**src/rtl/synth_cal_pkg.sv**
```systemverilog
package synth_cal_pkg;

    localparam int CODE_W = 6;
    localparam logic [CODE_W-1:0] CODE_UNLOCKED = '1;

    typedef enum logic [1:0] {
        RS_IDLE   = 2'd0,
        RS_SLEEP  = 2'd1,
        RS_ACTIVE = 2'd2,
        RS_ALT    = 2'd3
    } radio_state_e;

    typedef enum logic [1:0] {
        AM_NONE = 2'd0,
        AM_ON   = 2'd1,
        AM_OFF  = 2'd2,
        AM_RSVD = 2'd3
    } auto_mode_e;

endpackage

```
**src/rtl/synth_cal_trigger.sv**
```systemverilog
module synth_cal_trigger
    import synth_cal_pkg::*;
(
    input  logic       busy,
    input  logic [1:0] auto_mode,
    input  logic       synth_on,
    input  logic       synth_off,
    input  logic [1:0] radio_state,
    input  logic       cal_strobe,
    output logic       fresh_start
);

    logic auto_hit;
    logic manual_hit;

    always_comb begin
        case (auto_mode_e'(auto_mode))
            AM_ON:   auto_hit = synth_on;
            AM_OFF:  auto_hit = synth_off;
            default: auto_hit = 1'b0;
        endcase
        manual_hit  = cal_strobe && (radio_state_e'(radio_state) == RS_IDLE);
        fresh_start = !busy && (auto_hit || manual_hit);
    end

endmodule

```
**src/rtl/synth_cal_timer.sv**
```systemverilog
module synth_cal_timer #(
    parameter int CAL_CYCLES = 64
) (
    input  logic clk,
    input  logic rst_n,
    input  logic start,
    output logic busy,
    output logic req,
    output logic done
);

    localparam int CNT_W = (CAL_CYCLES > 1) ? $clog2(CAL_CYCLES) : 1;
    localparam logic [CNT_W-1:0] CNT_LOAD = CNT_W'(CAL_CYCLES - 1);

    typedef struct packed {
        logic             busy;
        logic             req;
        logic [CNT_W-1:0] cnt;
    } timer_s;

    timer_s st_d, st_q;

    assign done = st_q.busy && (st_q.cnt == '0);
    assign busy = st_q.busy;
    assign req  = st_q.req;

    always_comb begin
        st_d     = st_q;
        st_d.req = 1'b0;
        if (start) begin
            st_d.busy = 1'b1;
            st_d.req  = 1'b1;
            st_d.cnt  = CNT_LOAD;
        end else if (done) begin
            st_d.busy = 1'b0;
        end else if (st_q.busy) begin
            st_d.cnt = st_q.cnt - 1'b1;
        end
    end

    always_ff @(posedge clk or negedge rst_n) begin
        if (!rst_n) begin
            st_q <= '0;
        end else begin
            st_q <= st_d;
        end
    end

endmodule

```
**src/rtl/synth_cal_lock_tracker.sv**
```systemverilog
module synth_cal_lock_tracker
    import synth_cal_pkg::*;
#(
    parameter int MAX_ATTEMPTS = 8
) (
    input  logic              clk,
    input  logic              rst_n,
    input  logic              fresh_start,
    input  logic              done,
    input  logic [CODE_W-1:0] trial_code,
    output logic              retry,
    output logic [CODE_W-1:0] result,
    output logic              locked,
    output logic              lock_irq,
    output logic              error
);

    localparam int ATT_W = (MAX_ATTEMPTS > 1) ? $clog2(MAX_ATTEMPTS) : 1;
    localparam logic [ATT_W-1:0] LAST_ATT = ATT_W'(MAX_ATTEMPTS - 1);

    typedef struct packed {
        logic [CODE_W-1:0] result;
        logic              locked;
        logic              irq;
        logic              error;
        logic [ATT_W-1:0]  attempts;
    } track_s;

    track_s st_d, st_q;
    logic   code_bad;

    always_comb begin
        code_bad = (trial_code == CODE_UNLOCKED);
        retry    = done && code_bad && (st_q.attempts != LAST_ATT);

        st_d = st_q;
        if (fresh_start) begin
            st_d.attempts = '0;
            st_d.locked   = 1'b0;
            st_d.error    = 1'b0;
        end else if (done) begin
            st_d.result = trial_code;
            if (!code_bad) begin
                st_d.locked = 1'b1;
            end else if (retry) begin
                st_d.attempts = st_q.attempts + 1'b1;
            end else begin
                st_d.error = 1'b1;
            end
        end
        st_d.irq = st_d.locked && !st_q.locked;
    end

    always_ff @(posedge clk or negedge rst_n) begin
        if (!rst_n) begin
            st_q        <= '0;
            st_q.result <= CODE_UNLOCKED;
        end else begin
            st_q <= st_d;
        end
    end

    assign result   = st_q.result;
    assign locked   = st_q.locked;
    assign lock_irq = st_q.irq;
    assign error    = st_q.error;

endmodule

```
**src/rtl/synth_cal_seq.sv**
```systemverilog
module synth_cal_seq #(
    parameter int CAL_CYCLES   = 64,
    parameter int MAX_ATTEMPTS = 8
) (
    input  logic       clk,
    input  logic       rst_n,
    input  logic [1:0] auto_mode,
    input  logic       synth_on,
    input  logic       synth_off,
    input  logic [1:0] radio_state,
    input  logic       cal_strobe,
    input  logic [5:0] trial_code,
    output logic       cal_req,
    output logic       busy,
    output logic [5:0] cal_result,
    output logic       locked,
    output logic       lock_irq,
    output logic       cal_error
);

    logic fresh_start;
    logic retry;
    logic done;
    logic attempt_start;

    synth_cal_trigger u_trigger (
        .busy        (busy),
        .auto_mode   (auto_mode),
        .synth_on    (synth_on),
        .synth_off   (synth_off),
        .radio_state (radio_state),
        .cal_strobe  (cal_strobe),
        .fresh_start (fresh_start)
    );

    assign attempt_start = fresh_start || retry;

    synth_cal_timer #(.CAL_CYCLES(CAL_CYCLES)) u_timer (
        .clk   (clk),
        .rst_n (rst_n),
        .start (attempt_start),
        .busy  (busy),
        .req   (cal_req),
        .done  (done)
    );

    synth_cal_lock_tracker #(.MAX_ATTEMPTS(MAX_ATTEMPTS)) u_tracker (
        .clk         (clk),
        .rst_n       (rst_n),
        .fresh_start (fresh_start),
        .done        (done),
        .trial_code  (trial_code),
        .retry       (retry),
        .result      (cal_result),
        .locked      (locked),
        .lock_irq    (lock_irq),
        .error       (cal_error)
    );

endmodule

```
**config.mk**
```make
export PLATFORM = sky130hd
export DESIGN_NAME = synth_cal_seq
export DESIGN_NICKNAME = d
export VERILOG_FILES = /design/src/rtl/synth_cal_pkg.sv /design/src/rtl/synth_cal_trigger.sv /design/src/rtl/synth_cal_timer.sv /design/src/rtl/synth_cal_lock_tracker.sv /design/src/rtl/synth_cal_seq.sv
export SDC_FILE = /design/constraint.sdc
export NUM_CORES = 1
export LEC_CHECK = 0
export BUFFER_PORTS_ARGS = -buffer_cell sky130_fd_sc_hd__buf_2
export CAP_MARGIN = 25
export CELL_PAD_IN_SITES_DETAIL_PLACEMENT = 1
export CELL_PAD_IN_SITES_GLOBAL_PLACEMENT = 1
export CORE_ASPECT_RATIO = 0.75
export CORE_MARGIN = 2
export CORE_UTILIZATION = 35
export DETAILED_ROUTE_END_ITERATION = 7
export PLACE_DENSITY_LB_ADDON = 0.3
export SYNTH_ARGS = -nofsm -noshare
export SYNTH_HDL_FRONTEND = slang
export SYNTH_SLANG_ARGS = --single-unit
```
**constraint.sdc**
```tcl
create_clock -name clk -period 1.5 [get_ports clk]
set_input_delay 0.3 -clock clk [delete_from_list [all_inputs] [get_ports clk]]
set_output_delay 0.3 -clock clk [all_outputs]
set_load 0.05 [all_outputs]
```
==> results of run 1 <==
==> cells in the mapped netlist <==
cell       instances  area share [%]
a31oi_1            1            0.61
nor3_2             1            0.98
buf_2              1            0.49
or2_2              1            0.61
o21ai_0            1            0.49
or2_1              1            0.61
o21ba_2            1            0.98
nor4_4             1             2.1
nand4_1            1            0.61
o211ai_1           2             1.5
and2_1             1            0.61
o2bb2ai_1          1            0.86
nand3b_1           1            0.73
nand2_1           29              11
nand4bb_4          1             2.7
or3_1              1            0.61
a22oi_1            1            0.73
nor3_1             1            0.49
or4b_1             1            0.98
dfstp_2            6              15
xnor2_1            2             1.7
a21oi_1            2            0.98
nor2_1             9             3.3
dfrtp_1           14              34
ha_1               5             6.1
buf_4              6             4.4
inv_1              7             2.6
nand3_1            2            0.98
mux2i_1            3             2.9
==> worst max-delay path by stage <==
stage,start,to,depth (start not counted)
final,u_tracker.st_q[0]$_DFFE_PN0P_,u_tracker.st_q[2]$_DFFE_PN0P_,7
after floorplan,u_timer.busy$_DFFE_PN0P_,u_timer.st_q[5]$_DFFE_PN0P_,4
after CTS,u_tracker.st_q[0]$_DFFE_PN0P_,u_tracker.st_q[2]$_DFFE_PN0P_,7
after detailed placement,u_tracker.st_q[0]$_DFFE_PN0P_,u_tracker.st_q[2]$_DFFE_PN0P_,6
after global placement,u_tracker.st_q[0]$_DFFE_PN0P_,u_tracker.st_q[1]$_DFFE_PN0P_,6
after global routing,u_tracker.st_q[0]$_DFFE_PN0P_,u_tracker.st_q[2]$_DFFE_PN0P_,7
==> sequential cells by signal, indices dropped and copies added, names as in the netlist <==
name and cells:
u_timer.st_q 6, u_tracker.result 6, u_tracker.st_q 3, u_timer.busy 1, u_timer.req 1, u_tracker.error 1, u_tracker.lock_irq 1, u_tracker.locked 1
==> timing repair <==
item                                    4_1_cts  5_1_grt
endpoints found under the setup margin       12       17
setup buffers                                 3        3
hold buffers                                  1        0
pin swaps                                     2        6
endpoints found under the hold margin         6        0
gates resized for setup                      10        5
==> power by group through the flow <==
stage / sequential (mW) / combinational (mW) / clock (mW)
global placement: 0.550 / 0.0454 / 0
detailed placement: 0.550 / 0.0482 / 0
global route: 0.540 / 0.0584 / 0.450
finish: 0.540 / 0.0507 / 0.414
CTS: 0.540 / 0.0516 / 0.429
floorplan: 0.551 / 0.0116 / 0
==> logic make-up after synthesis <==
family,after synthesis
AO/OA/AOI/OAI,9
XOR/XNOR,2
adder cells (fa/ha/maj),5
buffers and inverters,14
flip-flops,20
multiplexers,3
AND/OR/NAND/NOR,51
==> cell type report <==
class	count	area, um2
Sequential cell	20	509
Fill cell	319	1270
Inverter	7	26.3
Clock buffer	4	55.1
Multi-Input combinational cell	70	515
Timing Repair Buffer	44	282
Tap cell	36	45.0
==> per-layer routing <==
| layer | vias to the layer above | wire, um |
|---|---|---|
| met3 | 2 | 85 |
| met1 | 426 | 1090 |
| met2 | 13 | 1350 |
| met4 | 0 | 8 |
| met5 | - | 0 |
| li1 | 416 | - |
==> worst register-to-register path: cells and delay by family, from the launching register on <==
family / cells / cell delay (ns)
fa+ha+maj: 2 / 0.36
simple gates: 3 / 0.43
mux: 1 / 0.19
buf+inv: 1 / 0.19
flops: 1 / 0.39
==> metrics by stage <==
step | instance area, um2 | hold WS (ns) | utilization [%] | worst slack [ns]
floorplan | 1040 | 0.00441 | - | -0.0697
global route | 1430 | 0.239 | 53.0 | -0.258
CTS | 1390 | 0.230 | 51.3 | -0.132
finish | 1430 | 0.238 | 53.0 | -0.164
detailed placement | 1250 | 0.277 | 46.4 | -0.153
global placement | 1250 | 0.272 | 46.4 | -0.0917
==> impl_metrics.py, run 1 <==
metrics = {
    "worst_setup_path": {
        "crit_chain": "ha_2 -> ha_4 -> nand3b_1 -> nor4_4 -> buf_4 -> mux2i_1 -> nor2_1",
        "rr_endpoint": "u_tracker.st_q[2]$_DFFE_PN0P_",
        "cp_slowest_cell": "dfrtp_1",
        "startpoint_type": "register",
        "slowest_delay_ns": 0.39,
        "cp-end-kind": "register",
        "r2r_start": "u_tracker.st_q[0]$_DFFE_PN0P_",
        "ff2ff_path_depth": 7,
        "path_delay_family": "simple AND/OR/NAND/NOR gates",
        "worstPathMaxFanout": 3,
        "r2r_setup_slack_ns": -0.16,
        "critPathBufInv": 1,
        "required_ns": 1.65,
        "criticalPathCategory": "reg -> reg",
        "arrival_ns": 1.81,
    },
    "min_path": {
        "min_path_cells": 3,
        "hold_end": "u_tracker.result[0]$_DFFE_PN1P_",
        "hold_class": "in -> reg",
        "min-delay-start": "trial_code[0]",
    },
    "drt": {
        "ant_nets": 0,
        "firstDrtPassIters": 4,
        "drc": 0,
        "avgRoutedWirePerCell_um": 14.0,
        "viasPerCell": 4.73,
        "vias": 857,
        "drtIter0Drc": 30,
        "drt_wl_total_um": 2530,
    },
    "power_and_ir_drop": {
        "total_power_mw": 1.00,
        "p_leak_nw": 0.711,
        "p_per_area_mw_per_mm2": 701,
        "power_frac_comb_pct": 5.0,
        "power.share.switching_pct": 20.9,
        "switching_power_uw": 210,
        "peakVddDrop_mv": 0.337,
        "seqPwrFrac_pct": 53.8,
        "pwr-share-clk_pct": 41.2,
        "p_int_uw": 795,
    },
    "synth": {
        "ys_seq_area_share_pct": 49.7,
        "synth_top_family_by_area": "simple AND/OR/NAND/NOR gates",
        "synth_fa_ha_area_share_pct": 6.12,
        "ys_seq_elements": 20,
        "synth-simple-area-share_pct": 25.9,
        "synthMuxAreaShare_pct": 2.94,
        "syn_inst": 104,
        "syn_nets": 124,
        "synth-xor-area-share_pct": 1.71,
        "synth_cell_types": 29,
        "synth.avg_cell_area_um2": 9.83,
        "ys_warn_count": 0,
        "synth_compound_area_share_pct": 6.12,
        "syn_area_mm2": 0.00102,
    },
    "clock_tree": {
        "clock_path_buffers": 2,
        "cts_tree": "done",
        "cts-root-buf": "clkbuf_8",
        "cts_buffers": 3,
        "cts.htree.levels": 1,
        "insertion_delay_ns": 0.26,
        "clk_pin_slew_ns": 0.08,
        "cts.sinks": 20,
    },
    "floorplan": {
        "die_w_um": 66.4,
        "num_rows": 16,
        "ios": 26,
        "coreArea_mm2": 0.00270,
        "start_util_pct": 37.8,
        "die-height_um": 50.8,
        "die_area_mm2": 0.00337,
    },
    "sta": {
        "rsz0062_at_grt": "true",
        "fin_crit_ns": 1.66,
        "max_freq_mhz": 601,
        "clock-skew-final_ns": 0.00467,
        "slew_headroom_pct": 69.5,
        "hold_viol": 0,
        "worst_slew_pin_slew_ns": 0.458,
        "finalSetupViolCount": 11,
        "finalSetupTns_ns": -0.813,
        "timing.final.ws_setup_ns": -0.164,
        "final_max_slew_viol_count": 0,
        "fin_crit_sh_pct": 111,
    },
    "placed_design": {
        "dpl.hpwl_um": 1900,
        "io_buffers": 25,
        "placed_cells": 170,
        "gp_congestion": 0.721,
    },
    "final_layout": {
        "diodes": 0,
        "layout_common_cells": "nand2_1, buf_2, buf_4",
        "final_cells": 181,
        "area_delta_synth_final_pct": 40.1,
        "nets": 166,
        "drive_gt1_share_pct": 49.7,
        "layout_commonest_cell": "nand2_1",
    },
    "global_route": {
        "grt_util_met1_pct": 19.7,
        "grt_pass1_wl_um": 4210,
        "busiest_layer": "met2",
        "grt_util_met3_pct": 5.38,
        "groute.layer.met2.usage_pct": 31.5,
        "grt_pass1_vias": 919,
        "grt_overflow": 0,
        "grt_util_all_layers_pct": 16.9,
        "grt_start_max_net_pins": 21,
        "antenna_found_initial": 0,
    },
    "status": {
        "status": "finished, violations left",
        "violations": "negative setup slack",
    },
    "flow_run": {
        "drv_cap": 0,
    },
}
(Power assumes the default switching activity.)
==> run 2: changes to the inputs <==
--- a/config.mk
+++ b/config.mk
@@ -5,14 +5,14 @@
 export SDC_FILE = /design/constraint.sdc
 export NUM_CORES = 1
 export LEC_CHECK = 0
-export BUFFER_PORTS_ARGS = -buffer_cell sky130_fd_sc_hd__buf_2
 export CAP_MARGIN = 25
 export CELL_PAD_IN_SITES_DETAIL_PLACEMENT = 1
 export CELL_PAD_IN_SITES_GLOBAL_PLACEMENT = 1
 export CORE_ASPECT_RATIO = 0.75
 export CORE_MARGIN = 2
-export CORE_UTILIZATION = 35
+export CORE_UTILIZATION = 40
 export DETAILED_ROUTE_END_ITERATION = 7
+export DONT_BUFFER_PORTS = 1
 export PLACE_DENSITY_LB_ADDON = 0.3
 export SYNTH_ARGS = -nofsm -noshare
 export SYNTH_HDL_FRONTEND = slang
==> constraint.sdc (replaced) <==
create_clock -name clk -period 1.7 [get_ports clk]
set_input_delay 0.34 -clock clk [delete_from_list [all_inputs] [get_ports clk]]
set_output_delay 0.34 -clock clk [all_outputs]
set_load 0.05 [all_outputs]
==> impl_metrics.py, run 2 (same netlist as run 1, synthesis figures left out) <==
metrics = {
    "final_layout": {
        "diodes": 0,
        "drive_gt1_share_pct": 28.9,
        "top_regs": "u_timer.st_q: 6 flops, u_tracker.result: 6 flops, u_tracker.st_q: 3 flops",
        "num-fill-cells": 288,
        "final_cells": 148,
        "area_delta_synth_final_pct": 16.9,
        "layout_common_cells": "nand2_1, dfrtp_1, buf_4",
        "regArea_um2": 509,
        "multi_input_area_um2": 477,
        "nets": 135,
        "layout_commonest_cell": "nand2_1",
    },
    "clock_tree": {
        "cts_tree": "done",
        "clk_pin_slew_ns": 0.11,
        "cts-root-buf": "clkbuf_4",
        "insertion_delay_ns": 0.31,
        "clock_path_buffers": 2,
        "cts.htree.levels": 1,
        "cts.sinks": 20,
        "cts_buffers": 3,
    },
    "sta": {
        "finalSetupViolCount": 1,
        "final_max_slew_viol_count": 0,
        "worst_slew_pin_slew_ns": 0.888,
        "hold_viol": 0,
        "timing.final.ws_setup_ns": -0.00997,
        "fin_crit_ns": 1.71,
        "rsz0062_at_grt": "true",
        "finalSetupTns_ns": -0.00997,
        "fin_crit_sh_pct": 101,
        "slew_headroom_pct": 40.6,
        "max_freq_mhz": 585,
        "clock-skew-final_ns": 0.00207,
    },
    "floorplan": {
        "start_util_pct": 43.2,
        "die_area_mm2": 0.00298,
        "num_rows": 15,
        "die-height_um": 47.8,
        "coreArea_mm2": 0.00236,
        "ios": 26,
        "die_w_um": 62.4,
    },
    "power_and_ir_drop": {
        "p_leak_nw": 0.569,
        "peakVddDrop_mv": 0.537,
        "p_per_area_mw_per_mm2": 654,
        "total_power_uw": 782,
    },
    "worst_setup_path": {
        "cp_slowest_cell": "dfrtp_1",
        "required_ns": 1.90,
        "worstPathMaxFanout": 4,
        "startpoint_type": "register",
        "slowest_delay_ns": 0.41,
        "crit_chain": "ha_2 -> ha_2 -> nand3b_1 -> nor4_4 -> buf_6 -> mux2i_1 -> nor2_1",
        "ff2ff_path_depth": 7,
        "rr_endpoint": "u_tracker.st_q[2]$_DFFE_PN0P_",
        "crit_path_frequent_cell": "ha_2",
        "cp-end-kind": "register",
        "r2r_start": "u_tracker.st_q[0]$_DFFE_PN0P_",
        "criticalPathCategory": "reg -> reg",
        "r2r_setup_slack_ns": -0.01,
        "arrival_ns": 1.91,
    },
    "placed_design": {
        "placed_cells": 138,
        "dpl.hpwl_um": 1620,
        "dp_slack_ns": -0.144,
        "gp_congestion": 0.854,
        "io_buffers": 0,
    },
    "min_path": {
        "min-delay-start": "trial_code[1]",
        "hold_class": "in -> reg",
        "hold_end": "u_tracker.result[1]$_DFFE_PN1P_",
        "min_path_cells": 2,
    },
    "drt": {
        "avgRoutedWirePerCell_um": 16.9,
        "firstDrtPassIters": 4,
        "drc": 0,
        "ant_nets": 0,
        "drt_wl_total_um": 2500,
        "drtIter0Drc": 29,
        "viasPerCell": 5.22,
        "vias": 772,
    },
    "global_route": {
        "grt_util_all_layers_pct": 16.0,
        "grt_start_max_net_pins": 21,
        "grt_pass1_wl_um": 3490,
        "grt_pass1_vias": 735,
        "antenna_found_initial": 0,
        "grt_overflow": 0,
    },
    "status": {
        "violations": "negative setup slack",
        "status": "finished, violations left",
    },
    "flow_run": {
        "drv_cap": 0,
    },
}
## run 2: what timing repair did
item	4_1_cts	5_1_grt
hold endpoints to repair	20	0
gates resized for setup	2	7
setup endpoints to repair	10	9
buffers inserted	1	4
hold buffers	1	0
pin swaps	0	3
## run 2: worst max path at each step
stage / start / end / slack, ns / cells after the start
finish: u_tracker.st_q[0]$_DFFE_PN0P_ / u_tracker.st_q[2]$_DFFE_PN0P_ / -0.01 / 7
detailed placement: u_tracker.st_q[0]$_DFFE_PN0P_ / u_timer.st_q[1]$_DFFE_PN0P_ / -0.14 / 6
global placement: u_tracker.st_q[0]$_DFFE_PN0P_ / u_timer.st_q[2]$_DFFE_PN0P_ / -0.008 / 6
CTS: u_tracker.st_q[0]$_DFFE_PN0P_ / u_tracker.st_q[1]$_DFFE_PN0P_ / 0.01 / 7
global route: u_timer.st_q[1]$_DFFE_PN0P_ / u_tracker.st_q[2]$_DFFE_PN0P_ / -0.12 / 7
floorplan: u_timer.st_q[0]$_DFFE_PN0P_ / u_tracker.st_q[1]$_DFFE_PN0P_ / 0.12 / 6
## run 2: cell type report
cell class	count	share of cell area, %
Timing Repair Buffer	13	8.69
Tap cell	34	3.56
Inverter	7	2.20
Clock buffer	4	3.04
Multi-Input combinational cell	70	39.9
Sequential cell	20	42.6
## run 2: critical path: cells and delay by family (launching register included)
kind	cells	cell delay (ns)
DFF	1	0.41
buffers and inverters	1	0.17
adders and majority gates	2	0.36
and+or+nand+nor	3	0.45
muxes	1	0.21
## run 2: power by group
part | switching (mW) | total (mW) | internal (mW)
Sequential | 0.00122 | 0.478 | 0.477
Clock | 0.149 | 0.280 | 0.131
Combinational | 0.0164 | 0.0235 | 0.00701
Total | 0.167 | 0.782 | 0.615
## run 2: layer usage
metal  share of wire (%)  up-vias  global-route usage [%]
met1                  45      374                    19.6
met2                  47       36                    26.7
met3                 6.9        5                    5.65
met4                 1.2        0                    7.56
met5                   0        -                       0
li1                    -      357                       -
## run 2: metrics by stage
step	utilization, %	cell area [um2]	hold WS (ns)
finish	50.5	1190	0.103
floorplan	-	1020	0.0444
detailed placement	45.2	1070	0.0448
global placement	45.2	1070	0.0449
CTS	47.9	1130	0.0914
global route	50.5	1190	0.0804
